===== src/rtl/tgc_pkg.sv =====
package tgc_pkg;

    // Control states of the gated counter
    typedef enum logic [1:0] {
        ST_HOLD = 2'd0,   // idle after reset or abort, nothing counts
        ST_GATE = 2'd1,   // gate running
        ST_DONE = 2'd2    // strobe cycle, also first cycle of next gate
    } tgc_state_e;

endpackage


===== src/rtl/tgc_rise_det.sv =====
module tgc_rise_det (
    input  logic clk,
    input  logic rst_n,
    input  logic sig_i,
    output logic rise_o
);

    logic sig_q;

    always_ff @(posedge clk or negedge rst_n) begin
        if (!rst_n) begin
            sig_q <= 1'b0;
        end else begin
            sig_q <= sig_i;
        end
    end

    assign rise_o = sig_i & ~sig_q;

endmodule


===== src/rtl/tgc_gate_timer.sv =====
module tgc_gate_timer #(
    parameter int LO_LEN = 141285,
    parameter int HI_LEN = 47107
) (
    input  logic clk,
    input  logic rst_n,
    input  logic clr_i,
    input  logic run_i,
    input  logic band_hi_i,
    output logic last_o
);

    localparam int MAX_LEN = (LO_LEN > HI_LEN) ? LO_LEN : HI_LEN;
    localparam int TW      = $clog2(MAX_LEN + 1);

    logic [TW-1:0] tmr_q;
    logic [TW-1:0] end_val;

    // Terminal value is picked by the current band
    assign end_val = band_hi_i ? TW'(HI_LEN - 1) : TW'(LO_LEN - 1);
    assign last_o  = (tmr_q >= end_val);

    always_ff @(posedge clk or negedge rst_n) begin
        if (!rst_n) begin
            tmr_q <= '0;
        end else if (clr_i) begin
            tmr_q <= '0;
        end else if (run_i) begin
            tmr_q <= tmr_q + TW'(1);
        end
    end


    tmr_range_chk: assert property (@(posedge clk) disable iff (!rst_n)
        tmr_q <= TW'(MAX_LEN - 1));


    tmr_clear_chk: assert property (@(posedge clk) disable iff (!rst_n)
        clr_i |=> (tmr_q == '0));

endmodule


===== src/rtl/tgc_edge_counter.sv =====
module tgc_edge_counter #(
    parameter int W        = 5,
    parameter bit SATURATE = 1'b1
) (
    input  logic         clk,
    input  logic         rst_n,
    input  logic         clr_i,
    input  logic         inc_i,
    output logic [W-1:0] cnt_o,
    output logic [W-1:0] nxt_o
);

    localparam logic [W-1:0] TOP = {W{1'b1}};

    logic [W-1:0] cnt_q;
    logic [W-1:0] bumped;

    generate
        if (SATURATE) begin : g_sat
            always_comb begin
                bumped = (cnt_q == TOP) ? cnt_q : cnt_q + W'(1);
            end
        end else begin : g_wrap
            always_comb begin
                bumped = cnt_q + W'(1);
            end
        end
    endgenerate

    assign nxt_o = inc_i ? bumped : cnt_q;
    assign cnt_o = cnt_q;

    always_ff @(posedge clk or negedge rst_n) begin
        if (!rst_n) begin
            cnt_q <= '0;
        end else if (clr_i) begin
            cnt_q <= '0;
        end else begin
            cnt_q <= nxt_o;
        end
    end

    generate
        if (SATURATE) begin : g_sat_chk

            cnt_sat_chk: assert property (@(posedge clk) disable iff (!rst_n)
                (cnt_q == TOP && !clr_i) |=> (cnt_q == TOP));
        end
    endgenerate

endmodule


===== src/rtl/tone_gate_counter.sv =====
module tone_gate_counter #(
    parameter int LO_GATE_CLKS = 141285,
    parameter int HI_GATE_CLKS = 47107,
    parameter int CNT_W        = 5
) (
    input  logic             clk,
    input  logic             rst_n,
    input  logic             tone_sq,
    input  logic             band_hi,
    input  logic             band_chg,
    input  logic             level_en,
    input  logic             quality_ok,
    input  logic             freq_oor,
    output logic [CNT_W:0]   word_o,
    output logic             load_o
);

    import tgc_pkg::*;

    localparam int WORD_W = CNT_W + 1;

    tgc_state_e state_q;
    tgc_state_e state_d;

    logic             abort;
    logic             running;
    logic             gate_last;
    logic             gate_end;
    logic             clr;
    logic             rise;
    logic [CNT_W-1:0] cnt_cur;
    logic [CNT_W-1:0] cnt_nxt;
    logic [WORD_W-1:0] word_q;
    logic             load_q;

    // Any qualifying condition throws away the gate in progress
    assign abort    = band_chg | ~level_en | ~quality_ok | freq_oor;
    assign running  = (state_q != ST_HOLD) && !abort;
    assign gate_end = running && gate_last;
    assign clr      = abort || (state_q == ST_HOLD) || gate_end;

    tgc_rise_det u_rise (
        .clk    (clk),
        .rst_n  (rst_n),
        .sig_i  (tone_sq),
        .rise_o (rise)
    );

    tgc_gate_timer #(
        .LO_LEN (LO_GATE_CLKS),
        .HI_LEN (HI_GATE_CLKS)
    ) u_timer (
        .clk       (clk),
        .rst_n     (rst_n),
        .clr_i     (clr),
        .run_i     (running),
        .band_hi_i (band_hi),
        .last_o    (gate_last)
    );

    tgc_edge_counter #(
        .W        (CNT_W),
        .SATURATE (1'b1)
    ) u_count (
        .clk   (clk),
        .rst_n (rst_n),
        .clr_i (clr),
        .inc_i (running & rise),
        .cnt_o (cnt_cur),
        .nxt_o (cnt_nxt)
    );

    // Next-state logic
    always_comb begin
        state_d = state_q;
        if (abort) begin
            state_d = ST_HOLD;
        end else begin
            unique case (state_q)
                ST_HOLD: state_d = ST_GATE;
                ST_GATE: state_d = gate_last ? ST_DONE : ST_GATE;
                ST_DONE: state_d = gate_last ? ST_DONE : ST_GATE;
                default: state_d = ST_HOLD;
            endcase
        end
    end

    // State register
    always_ff @(posedge clk or negedge rst_n) begin
        if (!rst_n) begin
            state_q <= ST_HOLD;
        end else begin
            state_q <= state_d;
        end
    end

    // Output register: word captured and strobe raised at the end of a clean gate
    always_ff @(posedge clk or negedge rst_n) begin
        if (!rst_n) begin
            word_q <= '0;
            load_q <= 1'b0;
        end else begin
            load_q <= gate_end;
            if (gate_end) begin
                word_q <= {band_hi, cnt_nxt};
            end
        end
    end

    assign word_o = word_q;
    assign load_o = load_q;


    load_pulse_chk: assert property (@(posedge clk) disable iff (!rst_n)
        load_o |=> !load_o);


    abort_noload_chk: assert property (@(posedge clk) disable iff (!rst_n)
        abort |=> !load_o);


    band_bit_chk: assert property (@(posedge clk) disable iff (!rst_n)
        load_o |-> (word_o[CNT_W] == $past(band_hi)));


    word_hold_chk: assert property (@(posedge clk) disable iff (!rst_n)
        !load_o |-> $stable(word_o));


    hold_idle_chk: assert property (@(posedge clk) disable iff (!rst_n)
        (state_q == ST_HOLD) |=> (cnt_cur == '0));

endmodule


===== config.mk =====
export PLATFORM = sky130hd
export DESIGN_NAME = tone_gate_counter
export DESIGN_NICKNAME = d
export VERILOG_FILES = /design/src/rtl/tgc_pkg.sv /design/src/rtl/tgc_rise_det.sv /design/src/rtl/tgc_gate_timer.sv /design/src/rtl/tgc_edge_counter.sv /design/src/rtl/tone_gate_counter.sv
export SDC_FILE = /design/constraint.sdc
export NUM_CORES = 1
export LEC_CHECK = 0
export BUFFER_PORTS_ARGS = -buffer_cell sky130_fd_sc_hd__buf_2
export CAP_MARGIN = 25
export CORE_MARGIN = 2
export CORE_UTILIZATION = 63
export DETAILED_ROUTE_END_ITERATION = 10
export PLACE_DENSITY = 0.83
export SLEW_MARGIN = 15
export SYNTH_ARGS = -nofsm -noshare
export SYNTH_HDL_FRONTEND = slang
export SYNTH_SLANG_ARGS = --single-unit

===== constraint.sdc =====
create_clock -name clk -period 5.55 [get_ports clk]
set_input_delay 1.665 -clock clk [delete_from_list [all_inputs] [get_ports clk]]
set_output_delay 1.665 -clock clk [all_outputs]
set_load 0.02 [all_outputs]

==> impl_metrics.yaml, run 1 <==
status:
  status: "completed"
cts:
  post_cts.resized_instances: 0
  clock_path_buffers: 2
  worst_setup_hold_path_clk_slew_ns: 0.09
  postCtsHoldBufs: 0
  clkLatencyLatePin_ns: 0.33
  cts_setup_buffers: 0
  tritoncts.num_buffers: 5
  tritoncts: "done"
  h_tree_lvl_count: 2
  clk_root_buffer_cell: "clkbuf_4"
  numClockSinks: 33
timing:
  timing.final.crit_period_ns: 3.65
  finalSetupTns_ns: 0
  timing.clock.skew_ns: 0.00512
  setup_viol_count_final: 0
  final_min_period_over_clock_period_pct: 65.8
  final.setup.worst_slack_ns: 1.90
  worst_slew_pin_slew_ns: 0.730
  achievable-frequency_mhz: 274
  drv_slew: 0
  max-slew-margin-rel_pct: 50.9
  rsz0062_at_grt: "no"
  hold_viol: 0
route:
  viasPerCell: 5.85
  aggregate_routed_wire_length_um: 3310
  drcViolationCount: 0
  detailedRoute.firstPassIterationCount: 4
  average_wire_length_per_cell_after_detail_routing_um: 14.6
  drtAntennaViolNets: 0
  drt_iter0_drc: 48
  num_vias: 1327
placed_design:
  place_area_um2: 1900
  weighted_congestion_reported_at_the_end_of_routability_driven_placement: 0.794
  dpl.cell_count: 218
  place_worst_setup_slack_ns: 1.29
  post-dp-hpwl_um: 2440
  input_output_buffers: 14
setup_path:
  startpoint_type: "primary input"
  critical_path.top_delay_family: "compound AO/OA/AOI/OAI gates"
  arrival_ns: 3.88
  critical-path-slowest-cell: "a311oi_4"
  timing.setup.critical_path_class: "in2reg"
  crit_path_cell_trace: "buf_2 -> inv_1 -> ha_1 -> nand2_1 -> nor4_4 -> nand4b_2 -> a311oi_4 -> mux2_4"
  cp_max_fo: 11
  buffers_and_inverters_on_the_worst_path: 2
  critPathRequiredTime_ns: 5.78
  end_kind: "register"
  crit_path_max_incr_delay_ns: 0.64
power_and_ir_drop:
  p_int_w: 0.000297
  pwr-share-seq_pct: 62.9
  clock_power_share_pct: 32.8
  cell_leakage_power_nw: 0.911
  p_sw_share_pct: 22.6
  power.combinational.fraction_pct: 4.3
  power.net_switching_w: 0.0000868
  power_per_cell_area_nw_per_um2: 196
  worst_ir_drop_vdd_uv: 166
floorplanning:
  die-area_um2: 3290
  die_span_x_um: 57.4
  initial_utilization_pct: 65.6
  coreArea_um2: 2730
  fp.dieH_um: 57.4
  num_rows: 19
  pin_count: 15
cells_and_area:
  layout.cell_area.non_filler_um2: 1960
  final_nets: 219
  antenna_cells_inserted: 0
  area_growth_syn_to_layout_pct: 9.00
  finish.utilization_pct: 71.5
  final_cells: 227
  share_of_post_route_cells_with_drive_strength_above_1_pct: 12.2
synth:
  synth_commonest_cells: "dfrtp_1 (33), nor2_1 (31), ha_1 (16)"
  yosys_warnings: 0
  synthesis.nets: 199
  top_count_cell_post_synth: "dfrtp_1"
  synth_area_leader_cell: "dfrtp_1"
  async_flop_share_pct: 100
  area_share_of_the_largest_cell_type_after_synthesis_pct: 46.0
  syn_area_cell_um2: 10.3
  synth_edf_count: 0
  ys_dominant_reg_cell: "dfrtp_1"
  synth_seq_area_share_pct: 46.0
  post_synth_num_cell_types: 29
  synth_area_um2: 1790
  ys_seq_elements: 33
  ys_top_cells_by_area: "dfrtp_1 (46%), ha_1 (11%), nor2_1 (6.5%)"
  synthesized_netlist_cell_count: 175
global_routing:
  top_usage_layer: "met2"
  grtUsageMet3_pct: 6.58
  grt_overall_usage_pct: 23.8
  met2_usage_pct: 39.9
  initial_antenna_violation_count: 0
  grt_pass1_wl_um: 6080
  first_global_vias: 1430
  groute.layer.met1.usage_pct: 28.9
  overflow: 0
  grt_start_max_net_pins: 34
run:
  timing.max_cap.violations: 0
worst_hold_path:
  worstHoldPathType: "reg2reg"
[power by group through the flow]
| stage | logic (W) | registers, W | clock network, W |
|---|---|---|---|
| CTS | 0.0000169 | 0.000241 | 0.000129 |
| floorplan | 0.00000682 | 0.000246 | 0 |
| global route | 0.0000192 | 0.000241 | 0.000138 |
| global placement | 0.0000154 | 0.000246 | 0 |
| finish | 0.0000165 | 0.000241 | 0.000126 |
| detailed placement | 0.0000166 | 0.000246 | 0 |
[path summary, 6_finish.rpt]
check | cells past startpoint | from | endpoint | slack (ns)
max | 8 | band_hi | word_o[5]$_DFFE_PN0P_ | 1.90
max reg2reg | 6 | u_timer.tmr_q[11]$_DFFE_PN0P_ | word_o[5]$_DFFE_PN0P_ | 3.13
min in group asynchronous | 1 | rst_n | word_o[1]$_DFFE_PN0P_ | 1.38
min reg2reg | 2 | word_o[2]$_DFFE_PN0P_ | word_o[2]$_DFFE_PN0P_ | 0.52
max in group asynchronous | 1 | rst_n | u_timer.tmr_q[7]$_DFFE_PN0P_ | 3.72
min | 2 | word_o[2]$_DFFE_PN0P_ | word_o[2]$_DFFE_PN0P_ | 0.52
[state kept, by name, indices dropped and copies added (netlist names)]
signal         count
u_timer.tmr_q     18
load_o             1
word_o             6
state_q            2
u_rise.sig_q       1
u_count.cnt_o      5
[final cells by class]
type                       instances  area [um2]
clock buffer                       8        48.8
fill                             201         778
inverter                          14        52.6
multi-input combinational        126         908
sequential                        33         826
tap                               31        38.8
timing repair buffer              15        81.3
[placed cells by master, fill, tap and decap left out, drive strengths merged, types with 2 or more instances in the layout]
master | Yosys | layout
nor3 | 4 | 4
nand4 | 6 | 6
mux2i | 8 | 8
inv | 14 | 14
xnor2 | 8 | 8
nor4 | 3 | 3
buf | 0 | 15
and3 | 2 | 2
nor2 | 31 | 31
o21ai | 3 | 3
nand3 | 11 | 11
a41oi | 3 | 3
clkbuf | 2 | 8
nand2 | 9 | 9
dfrtp | 33 | 33
ha | 16 | 16
a21oi | 3 | 3
xor2 | 9 | 9
[worst min-delay path, stage by stage (launching register included)]
cell     delay, ns
dfrtp_1       0.38
inv_1         0.05
mux2i_1       0.05
[per-stage QoR]
step                power [W]  hold WS, ns
floorplan            0.000253        0.471
detailed placement   0.000262        0.505
global route         0.000398        0.564
global placement     0.000261        0.491
finish               0.000383        0.519
CTS                  0.000387        0.521
[per-layer routing]
metal	routed length [um]	vias up	share of wire, %
met4	70	0	2.1
met1	1490	649	45
met5	0	-	0
met3	120	9	3.6
li1	-	646	-
met2	1630	23	49
[kinds of logic after synthesis]
logic type | after synthesis | synth area share (%)
compound gates | 14 | 6.35
buf+inv | 16 | 3.35
flops | 33 | 46.0
xor+xnor | 17 | 8.30
simple gates | 70 | 19.5
fa+ha+maj | 16 | 11.2
mux | 9 | 5.30
Note: power is estimated with default switching activity, not from simulation.
==> inputs of run 2 (changes only) <==
- CORE_UTILIZATION: 63 -> 53
- PLACE_DENSITY: 0.83 -> 0.75
- clock period: 5.55 -> 3 ns (I/O delays scaled with it)
==> run 2 against run 1 <==
  * Sequential share of layout area fell by 1.0 points
  * Worst hold slack improved by 0.0012 ns
  * Count of clock-buffer cells in the layout fell by 2
  * Via count rose by 2.9%
  * Design area rose by 2.4%
  * Register-to-register slack got worse by 2.4 ns
  * Clock power rose by 88%
  * Critical path type unchanged
  * Highest routed layer unchanged
==> impl_metrics.yaml, run 2 (synthesized netlist as in run 1, its figures left out) <==
floorplanning:
  num_rows: 21
  die-area_um2: 3870
  die_span_x_um: 62.2
  fp.dieH_um: 62.2
  coreArea_um2: 3280
  initial_utilization_pct: 54.6
  pin_count: 15
cts:
  tritoncts.num_buffers: 5
  post_cts.resized_instances: 0
  tritoncts: "done"
  postCtsHoldBufs: 0
  clkLatencyLatePin_ns: 0.33
  h_tree_lvl_count: 2
  numClockSinks: 33
  clock_path_buffers: 2
  cts_setup_buffers: 0
  clk_root_buffer_cell: "clkbuf_4"
  worst_setup_hold_path_clk_slew_ns: 0.10
setup_path:
  cp_max_fo: 6
  critPathRequiredTime_ns: 3.25
  end_kind: "register"
  startpoint_type: "primary input"
  timing.setup.critical_path_class: "in2reg"
  arrival_ns: 2.79
cells_and_area:
  layout.cells.most_common_list: "dfrtp_1 (33), nor2_1 (31), ha_1 (16), inv_1 (14), buf_2 (14)"
  final_cells: 246
  final_nets: 223
  finish.utilization_pct: 61.0
  num-fill-cells: 275
  layout.cells.most_common: "dfrtp_1"
  share_of_post_route_cells_with_drive_strength_above_1_pct: 15.0
  multiInputGateArea_um2: 908
  sequential_area_um2: 826
  largest_register_ffs: 18
  antenna_cells_inserted: 0
  register_name_with_the_most_flops: "u_timer.tmr_q"
  area_growth_syn_to_layout_pct: 11.6
global_routing:
  grt_pass1_wl_um: 5970
  first_global_vias: 1298
  grt_overall_usage_pct: 19.4
  initial_antenna_violation_count: 0
  overflow: 0
  grt_start_max_net_pins: 34
timing:
  timing.final.crit_period_ns: 2.54
  drv_slew: 0
  worst_slew_pin_slew_ns: 0.777
  hold_viol: 0
  timing.clock.skew_ns: 0.00871
  max-slew-margin-rel_pct: 47.7
  rsz0062_at_grt: "no"
  final_min_period_over_clock_period_pct: 84.6
  setup_viol_count_final: 0
  finalSetupTns_ns: 0
  whs_ns: 0.520
  achievable-frequency_mhz: 394
power_and_ir_drop:
  cell_leakage_power_nw: 0.935
  power_per_cell_area_nw_per_um2: 357
  worst_ir_drop_vdd_uv: 238
  total_power_w: 0.000715
route:
  drcViolationCount: 0
  detailedRoute.firstPassIterationCount: 4
  drtAntennaViolNets: 0
  drt_iter0_drc: 67
  average_wire_length_per_cell_after_detail_routing_um: 13.4
  num_vias: 1366
  viasPerCell: 5.55
  aggregate_routed_wire_length_um: 3300
status:
  status: "completed"
worst_hold_path:
  worstHoldPathType: "reg2reg"
placed_design:
  dpl.cell_count: 238
  input_output_buffers: 14
  post-dp-hpwl_um: 2470
  weighted_congestion_reported_at_the_end_of_routability_driven_placement: 0.835
run:
  timing.max_cap.violations: 0
==> run 2: cell count changes in the layout (fill, tap and decap cells not counted) <==
| cell | change |
|---|---|
| buf_4 | +5 |
| clkinv_2 | +2 |
| buf_6 | -1 |
| clkbuf_1 | -2 |
==> run 2: power by group <==
part / internal, W / total [W] / switching [W]
Sequential: 0.000446 / 0.000446 / 0.000000509
Clock: 0.0000892 / 0.000237 / 0.000148
Combinational: 0.0000107 / 0.0000319 / 0.0000212
Total: 0.000545 / 0.000715 / 0.000169
==> run 2: area by class of cell <==
type                    instances  area share, %
inverters                      14           2.62
multi-input cells             126           45.3
repair buffers                 19           5.37
clock inverters                 2          0.500
flip-flops and latches         33           41.2
well taps                      46           2.87
clock buffers                   6           2.06
==> run 2: per-stage QoR <==
step | setup slack, ns | instance area [um2]
2_1_floorplan | 0.275 | 1790
3_3_place_gp | 0.197 | 1950
3_5_place_dp | 0.0936 | 1950
4_1_cts | 0.440 | 2000
5_1_grt | 0.316 | 2000
6_report | 0.461 | 2000
==> run 2: routing by layer <==
layer  global-route usage (%)  wire length (um)  vias up
met5                        0                 0        -
met3                     6.52               164        5
met1                     25.7              1520      671
met4                     6.39                29        0
li1                         -                 -      652
met2                     30.3              1590       38
==> run 2: final timing paths <==
kind / startpoint / endpoint / slack, ns / cells past startpoint
worst max-delay path: band_hi / word_o[1]$_DFFE_PN0P_ / 0.46 / 9
worst min-delay path: word_o[3]$_DFFE_PN0P_ / word_o[3]$_DFFE_PN0P_ / 0.52 / 2
worst max register to register: u_timer.tmr_q[11]$_DFFE_PN0P_ / word_o[1]$_DFFE_PN0P_ / 0.77 / 7
worst min register to register: word_o[3]$_DFFE_PN0P_ / word_o[3]$_DFFE_PN0P_ / 0.52 / 2
max in group asynchronous: rst_n / u_timer.tmr_q[7]$_DFFE_PN0P_ / 1.91 / 1
min in group asynchronous: rst_n / word_o[4]$_DFFE_PN0P_ / 0.61 / 1
==> run 2: critical path, stage by stage <==
cell      delay [ns]
buf_2           0.11
inv_1           0.07
ha_1            0.30
nand2_1         0.10
nor4_4          0.26
nand4b_2        0.21
a311oi_4        0.38
buf_4           0.23
mux2i_1         0.22
